`src/rtl/fifo_chain_pkg.sv`:
```
package fifo_chain_pkg;
    typedef enum logic [0:0] {
        TK_HELD = 1'b0,
        TK_AWAY = 1'b1
    } tk_state_e;
endpackage

```
`src/rtl/fifo_token_side.sv`:
```
module fifo_token_side
    import fifo_chain_pkg::*;
#(
    parameter int DEPTH = 8,
    localparam int PTR_W = $clog2(DEPTH)
) (
    input  logic             clk,
    input  logic             rst_n,
    input  logic             cascade_en,
    input  logic             first_dev,
    input  logic             en,
    input  logic             exp_in,
    output logic             exp_out,
    output logic [PTR_W-1:0] ptr,
    output logic             held
);
    localparam logic [PTR_W-1:0] LAST = PTR_W'(DEPTH - 1);

    tk_state_e        state_q, state_d;
    logic [PTR_W-1:0] ptr_q, ptr_d;
    logic             at_last, fire;

    assign at_last = (ptr_q == LAST);
    assign fire    = (state_q == TK_HELD) && en;

    // next-state and pointer
    always_comb begin
        state_d = state_q;
        ptr_d   = ptr_q;
        unique case (state_q)
            TK_HELD: begin
                if (fire) begin
                    if (!at_last) begin
                        ptr_d = ptr_q + 1'b1;
                    end else if (cascade_en) begin
                        state_d = TK_AWAY;      // pass
                    end else begin
                        ptr_d = '0;             // wrap
                    end
                end
            end
            TK_AWAY: begin
                if (exp_in) begin
                    state_d = TK_HELD;          // regain
                    ptr_d   = '0;
                end
            end
            default: state_d = TK_AWAY;
        endcase
    end

    // state register
    always_ff @(posedge clk) begin
        if (!rst_n) begin
            state_q <= (first_dev || !cascade_en) ? TK_HELD : TK_AWAY;
            ptr_q   <= '0;
        end else begin
            state_q <= state_d;
            ptr_q   <= ptr_d;
        end
    end

    // outputs
    always_comb begin
        exp_out = cascade_en && fire && at_last;
        held    = (state_q == TK_HELD);
        ptr     = ptr_q;
    end

    // hand-off pulse lasts one cycle and the token is gone afterwards
    a_r3_pulse_single: assert property (@(posedge clk) disable iff (!rst_n)
        exp_out |=> (!exp_out && !held && ptr == LAST));
    // a side without its token and no incoming token keeps its pointer
    a_r4_frozen: assert property (@(posedge clk) disable iff (!rst_n)
        (!held && !exp_in) |=> ($stable(ptr) && !held));
    // no hand-off pulse without the token
    a_r4_no_pulse: assert property (@(posedge clk) disable iff (!rst_n)
        !held |-> !exp_out);
    // returning token restarts the pointer at zero
    a_r5_regain: assert property (@(posedge clk) disable iff (!rst_n)
        (!held && exp_in) |=> (held && ptr == '0));
    // stand-alone mode wraps and never signals
    a_r2_wrap: assert property (@(posedge clk) disable iff (!rst_n)
        (!cascade_en && held && en && ptr == LAST) |=> (held && ptr == '0));
    // holder below the last address counts by one
    a_r8_count: assert property (@(posedge clk) disable iff (!rst_n)
        (held && en && ptr != LAST) |=> (held && ptr == $past(ptr) + 1'b1));
endmodule

```
`src/rtl/fifo_chain_token_ctrl.sv`:
```
module fifo_chain_token_ctrl #(
    parameter int DEPTH = 8,
    localparam int PTR_W = $clog2(DEPTH)
) (
    input  logic             clk,
    input  logic             rst_n,
    input  logic             cascade_en,
    input  logic             first_dev,
    input  logic             wr_en,
    input  logic             rd_en,
    input  logic             wr_xin,
    input  logic             rd_xin,
    output logic             wr_xout,
    output logic             rd_xout,
    output logic [PTR_W-1:0] wr_ptr,
    output logic [PTR_W-1:0] rd_ptr,
    output logic             wr_held,
    output logic             rd_held
);
    // two independent sides
    fifo_token_side #(.DEPTH(DEPTH)) u_wr (
        .clk(clk), .rst_n(rst_n), .cascade_en(cascade_en), .first_dev(first_dev),
        .en(wr_en), .exp_in(wr_xin), .exp_out(wr_xout), .ptr(wr_ptr), .held(wr_held)
    );

    fifo_token_side #(.DEPTH(DEPTH)) u_rd (
        .clk(clk), .rst_n(rst_n), .cascade_en(cascade_en), .first_dev(first_dev),
        .en(rd_en), .exp_in(rd_xin), .exp_out(rd_xout), .ptr(rd_ptr), .held(rd_held)
    );

    // reset ownership follows the first-slice and mode selects
    a_r1_reset_own: assert property (@(posedge clk)
        (!rst_n) |=> (wr_held == (first_dev || !cascade_en) && wr_ptr == '0 && rd_ptr == '0));
endmodule

```
`config.mk`:
```
export PLATFORM = sky130hd
export DESIGN_NAME = fifo_chain_token_ctrl
export DESIGN_NICKNAME = d
export VERILOG_FILES = /design/src/rtl/fifo_chain_pkg.sv /design/src/rtl/fifo_token_side.sv /design/src/rtl/fifo_chain_token_ctrl.sv
export SDC_FILE = /design/constraint.sdc
export NUM_CORES = 1
export LEC_CHECK = 0
export BUFFER_PORTS_ARGS = -buffer_cell sky130_fd_sc_hd__buf_2
export CORE_AREA = 2 2 39 41
export CTS_CLUSTER_SIZE = 8
export DETAILED_ROUTE_END_ITERATION = 10
export DIE_AREA = 0 0 41 43
export GPL_ROUTABILITY_DRIVEN = 0
export HOLD_SLACK_MARGIN = 0.06
export SKIP_LAST_GASP = 1
export SYNTH_ARGS = -nofsm -noshare
export SYNTH_HDL_FRONTEND = slang
export SYNTH_SLANG_ARGS = --single-unit
```
`constraint.sdc`:
```
create_clock -name clk -period 2.26 [get_ports clk]
set_input_delay 0.226 -clock clk [delete_from_list [all_inputs] [get_ports clk]]
set_output_delay 0.226 -clock clk [all_outputs]
set_load 0.05 [all_outputs]
```
# == Word-level counts from Yosys, hierarchy flattened ==
# Index checks and enable logic that the tools add are counted.
# totals
out_inout_bits,10
ff_bits,8
wordCells,47
in_bits,8
# op_classes
addsub,2
n_reduce_logical,10
eq_ne,8
bitwise_logic,2
mux,21
# op_table
op,count
2-to-1 mux 3 bit,7
case mux 3 bit (2 select lines),2
2-to-1 mux 1 bit,10
"adder 3 x 1 -> 3 bit, second input constant",2
"== test 3 bit, second input constant",2
logical AND 1 bit,6
"inequality test 3 bit, second input constant",2
AND reduction 3 bit,2
"inequality test 2 x 1 -> 1 bit, second input constant",2
"inequality test 2 bit, second input constant",2
case mux 1 bit (2 select lines),2
inverter 1 bit,2
zero test 1 bit,1
logical OR 1 bit,1

# == Depth between registers and ports, before layout ==
# Gate-level depths: netlist (run 1).
# logic_depth
depth_word,5
ltp_mapped,5
ltp_nobuf,5

# == Cells and area by module ==
# Synthesis (run 1) repeated with hierarchy kept, for this count alone.
# hier_totals
cells_unflattened,50
hier_area_um2,457.9
# by_module_without_submodules
mod,n_inst,cells_per_inst,area_each_um2
fifo_token_side,2,25,229.0

# == Worst setup path after synthesis (run 1) ==
# No wires, ideal clock.
# synth_timing
path_kind,register -> register
start,"register u_rd.ptr_q[0], in the netlist u_rd.ptr[0]"
end,register u_rd.state_q
path_buffers,0
arrival_ns,2.054
path_stages_with_launch,6
path_slack_ns,0.146
setup_time_ns,0.059
synth_period_minus_slack_ns,2.114
cell_sequence,dfxtp_1 ha_1 ha_1 nand2_1 nor2_1 o21ba_2
# synth_between
elab_chain_cells,5
# synth_lines
item,line_no,rtl
from (decl),fifo_token_side.sv:20,"logic [PTR_W-1:0] ptr_q, ptr_d;"
from (signal assigned),fifo_token_side.sv:59,ptr_q <= ptr_d;
== test 3 bit,fifo_token_side.sv:23,assign at_last = (ptr_q == LAST);
2-to-1 mux 1 bit,fifo_token_side.sv:33,if (!at_last) begin
2-to-1 mux 1 bit,fifo_token_side.sv:32,if (fire) begin
case mux 1 bit (2 select lines),fifo_token_side.sv:30,unique case (state_q)
2-to-1 mux 1 bit,fifo_token_side.sv:54,if (!rst_n) begin
to (signal assigned),fifo_token_side.sv:55,state_q <= (first_dev || !cascade_en) ? TK_HELD : TK_AWAY;
to (signal assigned),fifo_token_side.sv:58,state_q <= state_d;
to (decl),fifo_token_side.sv:19,"tk_state_e state_q, state_d;"
# Every way passes these cells.
# A chain may end at the register's enable or synchronous reset.

# == Worst setup path after layout (run 1) ==
# layout_timing
start,"register u_rd.ptr_q[0], in the netlist u_rd.ptr[0]"
end,output port rd_xout
# layout_between
elab_chain_cells,2
# layout_lines
item,line_no,rtl
== test 3 bit,fifo_token_side.sv:23,
logical AND 1 bit,fifo_token_side.sv:65,exp_out = cascade_en && fire && at_last;
to (decl),fifo_chain_token_ctrl.sv:14,"output logic rd_xout,"
# Every way passes these cells.

==> flow_metrics.tcl, run 1 <==
set metrics [dict create \
    status "completed" \
    hold_viol 0 \
    rsz0062_at_grt "no" \
    worst_ep_arrival_time_ns 1.47 \
    ant_nets 0 \
    skew_ns 0.0110 \
    numPortBuffers 17 \
    fill_cells 152 \
    cap_violations 0 \
    period_share_pct 74.9 \
    die_area_um2 1760 \
    layout.area.seq_um2 160 \
    drcViolationCount 0 \
    io_pins 18 \
    synth_area_um2 429 \
    tritoncts "yes" \
    stdcell_count 83 \
    placedCellCount 80 \
    utilization_pct 39.9 \
    tightest_slew_ns 0.361 \
    finalPower_uw 347 \
    routedWlPerCell_um 11.1 \
    die_y_um 43 \
    slew_viol_final 0 \
    grt_overflow_total 0 \
    hpwl_um 725 \
    htreeDepth 1 \
    routed_wl_um 924 \
    synth_nets 60 \
    hp-class "in -> reg" \
    cpMostUsedCell "ha_1" \
    die_x_um 41 \
    ir_drop_mv 0.346 \
    grt_antenna_before_repair 0 \
    synth-seq-cells 8 \
    final_cell_mix "buf_2 (17), dfxtp_1 (8), nand2_1 (6)" \
    drive_above_1_share_pct 34.3 \
    clock_sinks 8 \
    synth.avg_cell_area_um2 8.94 \
    drt-pass1-iter-count 4 \
    relSlewSlack_pct 75.9 \
    layout_min_cycle_time_ns 1.69 \
    multi_input_area_um2 245 \
    power.density_nw_per_um2 630 \
    endpoint_kind "output port" \
    fin_nets 81 \
    crit_path_top_delay_cell "dfxtp_1" \
    mostFrequentLayoutCell "buf_2" \
    synth-warning-count 0 \
    critical_path_class "reg -> out" \
    leakagePower_uw 0.000291 \
    cts_setup_buffers 0 \
    syn_to_final_growth_pct 28.6 \
    crit_end "rd_xout" \
    r2r_cells 4 \
    coreArea_um2 1380 \
    ys_types 21 \
    start_util_pct 31.0 \
    syn_inst 48 \
    cts_root_buf "clkbuf_4" \
    worstSetupStartpoint "u_rd.ptr[0]" \
    start_kind "flip-flop" \
    routed_via_density 4.76 \
    placed_cell_area_um2 529 \
    r2r_setup_slack_ns 0.88 \
    post_cts_resized 0 \
    setup_tns_ns 0 \
    slowest_delay_ns 0.37 \
    required_ns 2.03 \
    grt_max_degree 12 \
    track_usage_pct 12.0 \
    grt_pass1_vias 350 \
    worst_r2r_startpoint "u_wr.ptr[0]" \
    cp_max_fo 4 \
    holdBufCountCts 0 \
    crit_chain "ha_1 -> ha_1 -> nand2_1 -> nor2_1 -> buf_2" \
    fmax_mhz 591 \
    final_area_um2 552 \
    grt_pass1_wl_um 1390 \
    row_count 14 \
    vias 395 \
    path_clk_slew_ns 0.06 \
    worstReg2RegEnd "u_wr.ptr[1]" \
    yosysSeqAreaShare_pct 37.3 \
    setup_viol_count_final 0 \
    antenna_cells 0 \
    drt_iter0_markers 6 \
    cts_buffer_depth 2 \
    clk_latency_ns 0.25 \
    cts_buffers 3 \
]
## final cells by class
cell class | count | area share (%)
multi-input cells | 34 | 44.4
flip-flops and latches | 8 | 29.0
repair buffers | 17 | 15.4
clock buffers | 3 | 4.08
well taps | 16 | 3.63
inverters | 5 | 3.40
## cells in the mapped netlist
cell	instances	share of area, %
a21oi_1	4	4.7
a22o_1	1	2.0
and4b_1	1	2.3
dfxtp_1	8	37
inv_1	5	4.4
ha_1	4	12
nand2b_1	1	1.5
o21ba_2	1	2.3
a221oi_2	1	3.5
buf_2	1	1.2
nand3_1	3	3.5
nor2_1	3	2.6
nor2b_1	1	1.5
nand2b_4	1	3.2
nand2_1	6	5.2
or3_1	1	1.5
mux2i_1	2	4.7
o21ai_0	1	1.2
a32o_1	1	2.3
o22ai_1	1	1.5
o2bb2ai_1	1	2.0
## worst min-delay path by stage
stage	startpoint	endpoint	slack (ns)	depth (start not counted)
floorplan	wr_en	u_wr.ptr[0]	0.37	2
global placement	u_rd.ptr[2]	u_rd.ptr[2]	0.47	1
detailed placement	u_rd.ptr[2]	u_rd.ptr[2]	0.48	1
CTS	wr_en	u_wr.ptr[0]	0.27	3
global route	wr_en	u_wr.ptr[0]	0.27	3
finish	wr_en	u_wr.ptr[0]	0.28	3
## kinds of logic (layout without fill, tap and decap cells)
family,Yosys count,count (layout),synth area share (%)
simple gates,17,17,21.3
buf+inv,6,25,5.54
mux,2,2,4.66
compound gates,11,11,19.5
fa+ha+maj,4,4,11.7
flops,8,8,37.3
## state kept, by name (all words and copies together), names as in the netlist
register / flops
u_rd.ptr: 3
u_rd.state_q: 1
u_wr.ptr: 3
u_wr.state_q: 1
## through the flow
step | hold WS (ns) | setup WS (ns)
global placement | 0.474 | 0.835
CTS | 0.273 | 0.549
global route | 0.275 | 0.445
detailed placement | 0.481 | 0.841
finish | 0.281 | 0.568
floorplan | 0.373 | 0.146
## where the power goes
part           leakage, uW  internal [uW]  switching [uW]
logic             0.000211           26.4            53.0
clock network    0.0000138           60.9            50.1
registers        0.0000657            149            7.63
## worst max-delay path, delay by kind of cell, from the launching register on
| kind | cells | cell delay, ns |
|---|---|---|
| fa+ha+maj | 2 | 0.32 |
| buf+inv | 1 | 0.28 |
| flops | 1 | 0.37 |
| simple gates | 2 | 0.23 |
## layer usage
metal	GRT usage [%]	wire length (um)	vias up
met4	8.00	10	0
li1	-	-	211
met1	15.3	449	169
met3	4.71	57	2
met5	0	0	-
met2	15.9	407	13
Note: power is estimated with default switching activity, not from simulation.
==> inputs of run 2 (changes only) <==
--- a/config.mk
+++ b/config.mk
@@ -5,6 +5,7 @@
 export SDC_FILE = /design/constraint.sdc
 export NUM_CORES = 1
 export LEC_CHECK = 0
+export ABC_AREA = 1
 export BUFFER_PORTS_ARGS = -buffer_cell sky130_fd_sc_hd__buf_2
 export CORE_AREA = 2 2 39 41
 export CTS_CLUSTER_SIZE = 8
==> constraint.sdc (replaced) <==
create_clock -name clk -period 1.55 [get_ports clk]
set_input_delay 0.155 -clock clk [delete_from_list [all_inputs] [get_ports clk]]
set_output_delay 0.155 -clock clk [all_outputs]
set_load 0.05 [all_outputs]
==> run 2 against run 1 <==
Compared with the run above:
- critical path depth did not move
- flip-flop and latch count unchanged
- critical endpoint unchanged
- register-to-register slack worse by 0.59 ns
- non-clock buffer count stayed put
- largest power group unchanged
- critical path type unchanged
==> flow_metrics.tcl, run 2 <==
set metrics [dict create \
    yosysSeqAreaShare_pct 36.0 \
    die_x_um 41 \
    routed_via_density 4.70 \
    synth.avg_cell_area_um2 7.42 \
    power.density_nw_per_um2 874 \
    row_count 14 \
    yosys-top-cells-area "dfxtp_1 (36%), ha_1 (11%), nand3_1 (9.0%)" \
    cap_violations 0 \
    cts_root_buf "clkbuf_4" \
    start_kind "flip-flop" \
    timing.hold.ws_ns 0.184 \
    grt_antenna_before_repair 0 \
    tightest_slew_ns 0.250 \
    routedWlPerCell_um 10.3 \
    setup_viol_count_final 0 \
    cp_max_fo 4 \
    grt_pass1_vias 454 \
    slew_viol_final 0 \
    worst_ep_arrival_time_ns 1.32 \
    drt-pass1-iter-count 2 \
    yosysMostFrequentCell "nand2_1" \
    numPortBuffers 17 \
    slowest_delay_ns 0.33 \
    required_ns 1.39 \
    cts_setup_buffers 0 \
    track_usage_pct 13.9 \
    ant_nets 0 \
    leakagePower_uw 0.000300 \
    io_pins 18 \
    crit_family "adder cells" \
    netlist_top_cells_count "nand2_1 (9), dfxtp_1 (8), nand3_1 (8), a21oi_1 (6), nor2_1 (6)" \
    clock_sinks 8 \
    status "completed" \
    ir_drop_mv 0.399 \
    grt_pass1_wl_um 1710 \
    cts_buffers 3 \
    yosys_most_used_dff "dfxtp_1" \
    period_share_pct 95.2 \
    async_flop_share_pct 0 \
    hold_viol 0 \
    synth-warning-count 0 \
    synth_compound_area_share_pct 11.2 \
    crit_path_top_delay_cell "dfxtp_2" \
    synth_enable_flop_cells 0 \
    drt_iter0_markers 5 \
    synthXorXnorAreaFrac_pct 0 \
    routed_wl_um 985 \
    layout_min_cycle_time_ns 1.48 \
    ys_types 15 \
    start_util_pct 32.2 \
    grt_overflow_total 0 \
    antenna_cells 0 \
    yosys.area_share.simple_pct 36.5 \
    fmax_mhz 678 \
    coreArea_um2 1380 \
    tritoncts "yes" \
    skew_ns 0.00662 \
    grt_max_degree 7 \
    yosysTopAreaCellShare_pct 36.0 \
    stdcell_count 96 \
    utilization_pct 43.3 \
    crit_chain "ha_1 -> ha_2 -> nand2_2 -> nor2_4 -> buf_4" \
    holdBufCountCts 0 \
    relSlewSlack_pct 83.5 \
    setup_ws_ns 0.0742 \
    muxShareOfSynthArea_pct 0 \
    clk_latency_ns 0.25 \
    place_ws_ns 0.245 \
    endpoint_kind "output port" \
    path_clk_slew_ns 0.05 \
    yosys.area_share.adder_pct 11.2 \
    rsz0062_at_grt "yes" \
    final_cell_mix "buf_2 (15), nand2_1 (9), nand3_1 (8)" \
    vias 451 \
    die_y_um 43 \
    synth_top_family_by_area "simple AND/OR/NAND/NOR gates" \
    synth_nets 72 \
    die_area_um2 1760 \
    hpwl_um 815 \
    cp.buffers_inverters 1 \
    drcViolationCount 0 \
    mostFrequentLayoutCell "buf_2" \
    hp-class "in -> reg" \
    placedCellCount 93 \
    cts_buffer_depth 2 \
    synth_top_cell_by_area "dfxtp_1" \
    synth_area_um2 445 \
    syn_to_final_growth_pct 34.6 \
    synth-seq-cells 8 \
    critical_path_class "reg -> out" \
    drive_above_1_share_pct 42.5 \
    htreeDepth 1 \
    fin_nets 94 \
    syn_inst 60 \
]
run 2: cell families after synthesis:
family                     Yosys count
and+or+nand+nor                     32
adders and majority gates            4
buffers and inverters                6
AOI/OAI and AO/OA                   10
DFF                                  8
run 2: tightest hold or removal path, stage by stage:
cell and delay (ns):
buf_2 0.14, nand2_1 0.07, nor2_1 0.03
run 2: path summary, 6_finish.rpt:
path | startpoint | end | slack (ns) | cells after the start
max | u_rd.ptr[0] | rd_xout | 0.07 | 5
min | rst_n | u_rd.ptr[1] | 0.18 | 3
max reg2reg | u_wr.ptr[0] | u_wr.ptr[0] | 0.29 | 6
min reg2reg | u_rd.ptr[1] | u_rd.ptr[1] | 0.49 | 2
run 2: final cells by class:
type	instances	area, um^2
clock buffers	3	22.5
fillers	155	785
inverters	6	22.5
multi-input cells	46	275
flip-flops and latches	8	165
well taps	16	20.0
repair buffers	17	93.8
run 2: power breakdown:
group / leakage (uW) / switching (uW) / internal, uW
registers: 0.0000670 / 9.98 / 222
clock network: 0.0000138 / 68.3 / 88.4
logic: 0.000219 / 95.8 / 39.3
total: 0.000300 / 174 / 349
run 2: timing repair:
item,in CTS,in global routing
endpoints found under the hold margin,0,0
resized for setup,2,2
setup endpoints to repair,2,2
run 2: metrics by stage:
step / instance area (um^2) / total power (uW) / setup TNS [ns]
global route: 599 / 557 / -0.00714
finish: 599 / 524 / 0
floorplan: 460 / 334 / 0
CTS: 593 / 530 / 0
global placement: 566 / 372 / 0
detailed placement: 566 / 372 / 0
run 2: per-layer routing:
layer  vias up  track usage, %  share of wire (%)
met5         -               0                  0
met4         0            6.00               0.61
met3         2            3.14                7.0
met2        14            23.1                 45
met1       193            16.0                 47
li1        242               -                  -
==> inputs of run 3 (changes only) <==
==> constraint.sdc (replaced) <==
create_clock -name clk -period 1.2 [get_ports clk]
set_input_delay 0.12 -clock clk [delete_from_list [all_inputs] [get_ports clk]]
set_output_delay 0.12 -clock clk [all_outputs]
set_load 0.05 [all_outputs]
==> run 3 against run 2 <==
Compared with the run above:
- the flow now finishes with violations (setup timing)
- combinational power rose by 55%
- routed wire length rose by 19%
- via count rose by 12%
- clock skew fell by 0.0033 ns
- worst setup slack got worse by 0.21 ns
- register-to-register slack got worse by 0.42 ns
- global-route usage rose by 2.0 points
- worst hold slack got worse by 0.045 ns
- count of clock-buffer cells in the layout rose by 1
- critical path depth did not move
- sequential share of layout area fell by 3.7 points
==> flow_metrics.tcl, run 3 (synthesis gave the netlist of run 2 again) <==
set metrics [dict create \
    cts_root_buf "clkbuf_4" \
    skew_ns 0.00331 \
    violations "setup timing" \
    row_count 14 \
    r2r_cells 9 \
    r2r_setup_slack_ns -0.13 \
    critical_path_class "reg -> out" \
    track_usage_pct 15.9 \
    crit_chain "ha_4 -> ha_4 -> nand2_4 -> nor2_4 -> buf_8" \
    hold_viol 0 \
    ant_nets 0 \
    crit_path_top_delay_cell "dfxtp_4" \
    period_share_pct 112 \
    worst_ep_arrival_time_ns 1.22 \
    setup_ws_ns -0.139 \
    worst_r2r_startpoint "u_rd.ptr[0]" \
    cpMostUsedCell "ha_4" \
    hp-class "in -> reg" \
    start_util_pct 32.2 \
    syn_to_final_growth_pct 66.9 \
    antenna_cells 0 \
    power.density_nw_per_um2 1010 \
    drive_above_1_share_pct 56.3 \
    clock_sinks 8 \
    start_kind "flip-flop" \
    cp_max_fo 3 \
    die_x_um 41 \
    io_pins 18 \
    ir_drop_mv 0.492 \
    drcViolationCount 0 \
    routed_wl_um 1170 \
    tritoncts "yes" \
    fill_cells 148 \
    stdcell_count 103 \
    mostFrequentLayoutCell "buf_2" \
    hpwl_um 872 \
    setup_viol_count_final 4 \
    cts_buffer_depth 2 \
    grt_antenna_before_repair 0 \
    layout.area.seq_um2 178 \
    die_y_um 43 \
    grt_pass1_vias 467 \
    path_clk_slew_ns 0.06 \
    die_area_um2 1760 \
    rsz0062_at_grt "yes" \
    numPortBuffers 17 \
    crit_end "rd_xout" \
    fmax_mhz 747 \
    grt_pass1_wl_um 1840 \
    htreeDepth 1 \
    slew_viol_final 0 \
    vias 507 \
    placed_cell_area_um2 633 \
    clk_latency_ns 0.26 \
    grt_max_degree 7 \
    slowest_delay_ns 0.36 \
    multi_input_area_um2 347 \
    status "finished, violations left" \
    placedCellCount 93 \
    final_cell_mix "buf_2 (15), nand2_1 (9), nand3_1 (8)" \
    layout_min_cycle_time_ns 1.34 \
    cts_buffers 3 \
    coreArea_um2 1380 \
    fin_nets 100 \
    finalPower_uw 748 \
    routed_via_density 4.92 \
    leakagePower_uw 0.000353 \
    routedWlPerCell_um 11.4 \
    worstSetupStartpoint "u_rd.ptr[0]" \
    worstReg2RegEnd "u_rd.ptr[1]" \
    drt-pass1-iter-count 3 \
    drt_iter0_markers 8 \
    grt_overflow_total 0 \
    timing.hold.ws_ns 0.139 \
    endpoint_kind "output port" \
    cap_violations 0 \
    tightest_slew_ns 0.251 \
    relSlewSlack_pct 83.4 \
    final_area_um2 743 \
    required_ns 1.08 \
    utilization_pct 53.7 \
]
-- run 3: cell types whose count changed in the layout (fill, tap and decap cells not counted), moves of 2 or more --
cell / change
buf_4: +4
dfxtp_1: -2
dfxtp_2: -2
dfxtp_4: +4
ha_1: -3
ha_4: +4
nand2_2: -2
nand2_4: +2
o21ai_1: -2
o21ai_2: +2
-- run 3: area by class of cell --
| type | instances | area share [%] |
|---|---|---|
| Clock buffer | 4 | 3.54 |
| Multi-Input combinational cell | 46 | 46.6 |
| Timing Repair Buffer | 23 | 20.2 |
| Tap cell | 16 | 2.69 |
| Sequential cell | 8 | 23.9 |
| Inverter | 6 | 3.03 |
-- run 3: where the power goes --
part	internal [uW]	leakage [uW]	switching, uW	total (uW)
registers	284	0.0000693	17.7	302
logic	71.9	0.000268	137	209
clock network	128	0.0000150	109	238
-- run 3: what timing repair did --
item / 4_1_cts / 5_1_grt
hold buffers: 0 / 0
buffers inserted: 4 / 2
setup endpoints to repair: 2 / 6
pin swaps: 1 / 6
resized for setup: 5 / 6
-- run 3: worst max-delay path, delay by kind of cell, from the launching register on --
family,cells,cell delay [ns]
DFF,1,0.36
buffers and inverters,1,0.15
adders and majority gates,2,0.28
and+or+nand+nor,2,0.16
-- run 3: metrics by stage --
stage,TNS (ns),setup WS (ns)
4_1_cts,-0.318,-0.162
3_3_place_gp,0,0.0431
3_5_place_dp,0,0.0176
2_1_floorplan,-0.140,-0.0781
6_report,-0.419,-0.139
5_1_grt,-0.656,-0.205
-- run 3: routing by layer --
layer / routed length [um] / share of wire [%] / global-route usage [%] / vias up
met2: 610 / 52 / 25.0 / 13
met1: 463 / 40 / 17.4 / 231
met4: 39 / 3.3 / 10.0 / 0
met5: 0 / 0 / 0 / -
li1: - / - / - / 257
met3: 59 / 5.0 / 4.71 / 6
-- run 3: worst min-delay path by stage --
stage / startpoint / endpoint / slack, ns / cells after the start
2_1_floorplan: rst_n / u_rd.ptr[1] / 0.23 / 2
3_3_place_gp: rst_n / u_rd.ptr[0] / 0.40 / 3
3_5_place_dp: rst_n / u_rd.ptr[1] / 0.41 / 3
4_1_cts: rst_n / u_rd.ptr[1] / 0.13 / 3
5_1_grt: rst_n / u_rd.ptr[0] / 0.14 / 3
6_report: rst_n / u_rd.ptr[0] / 0.14 / 3
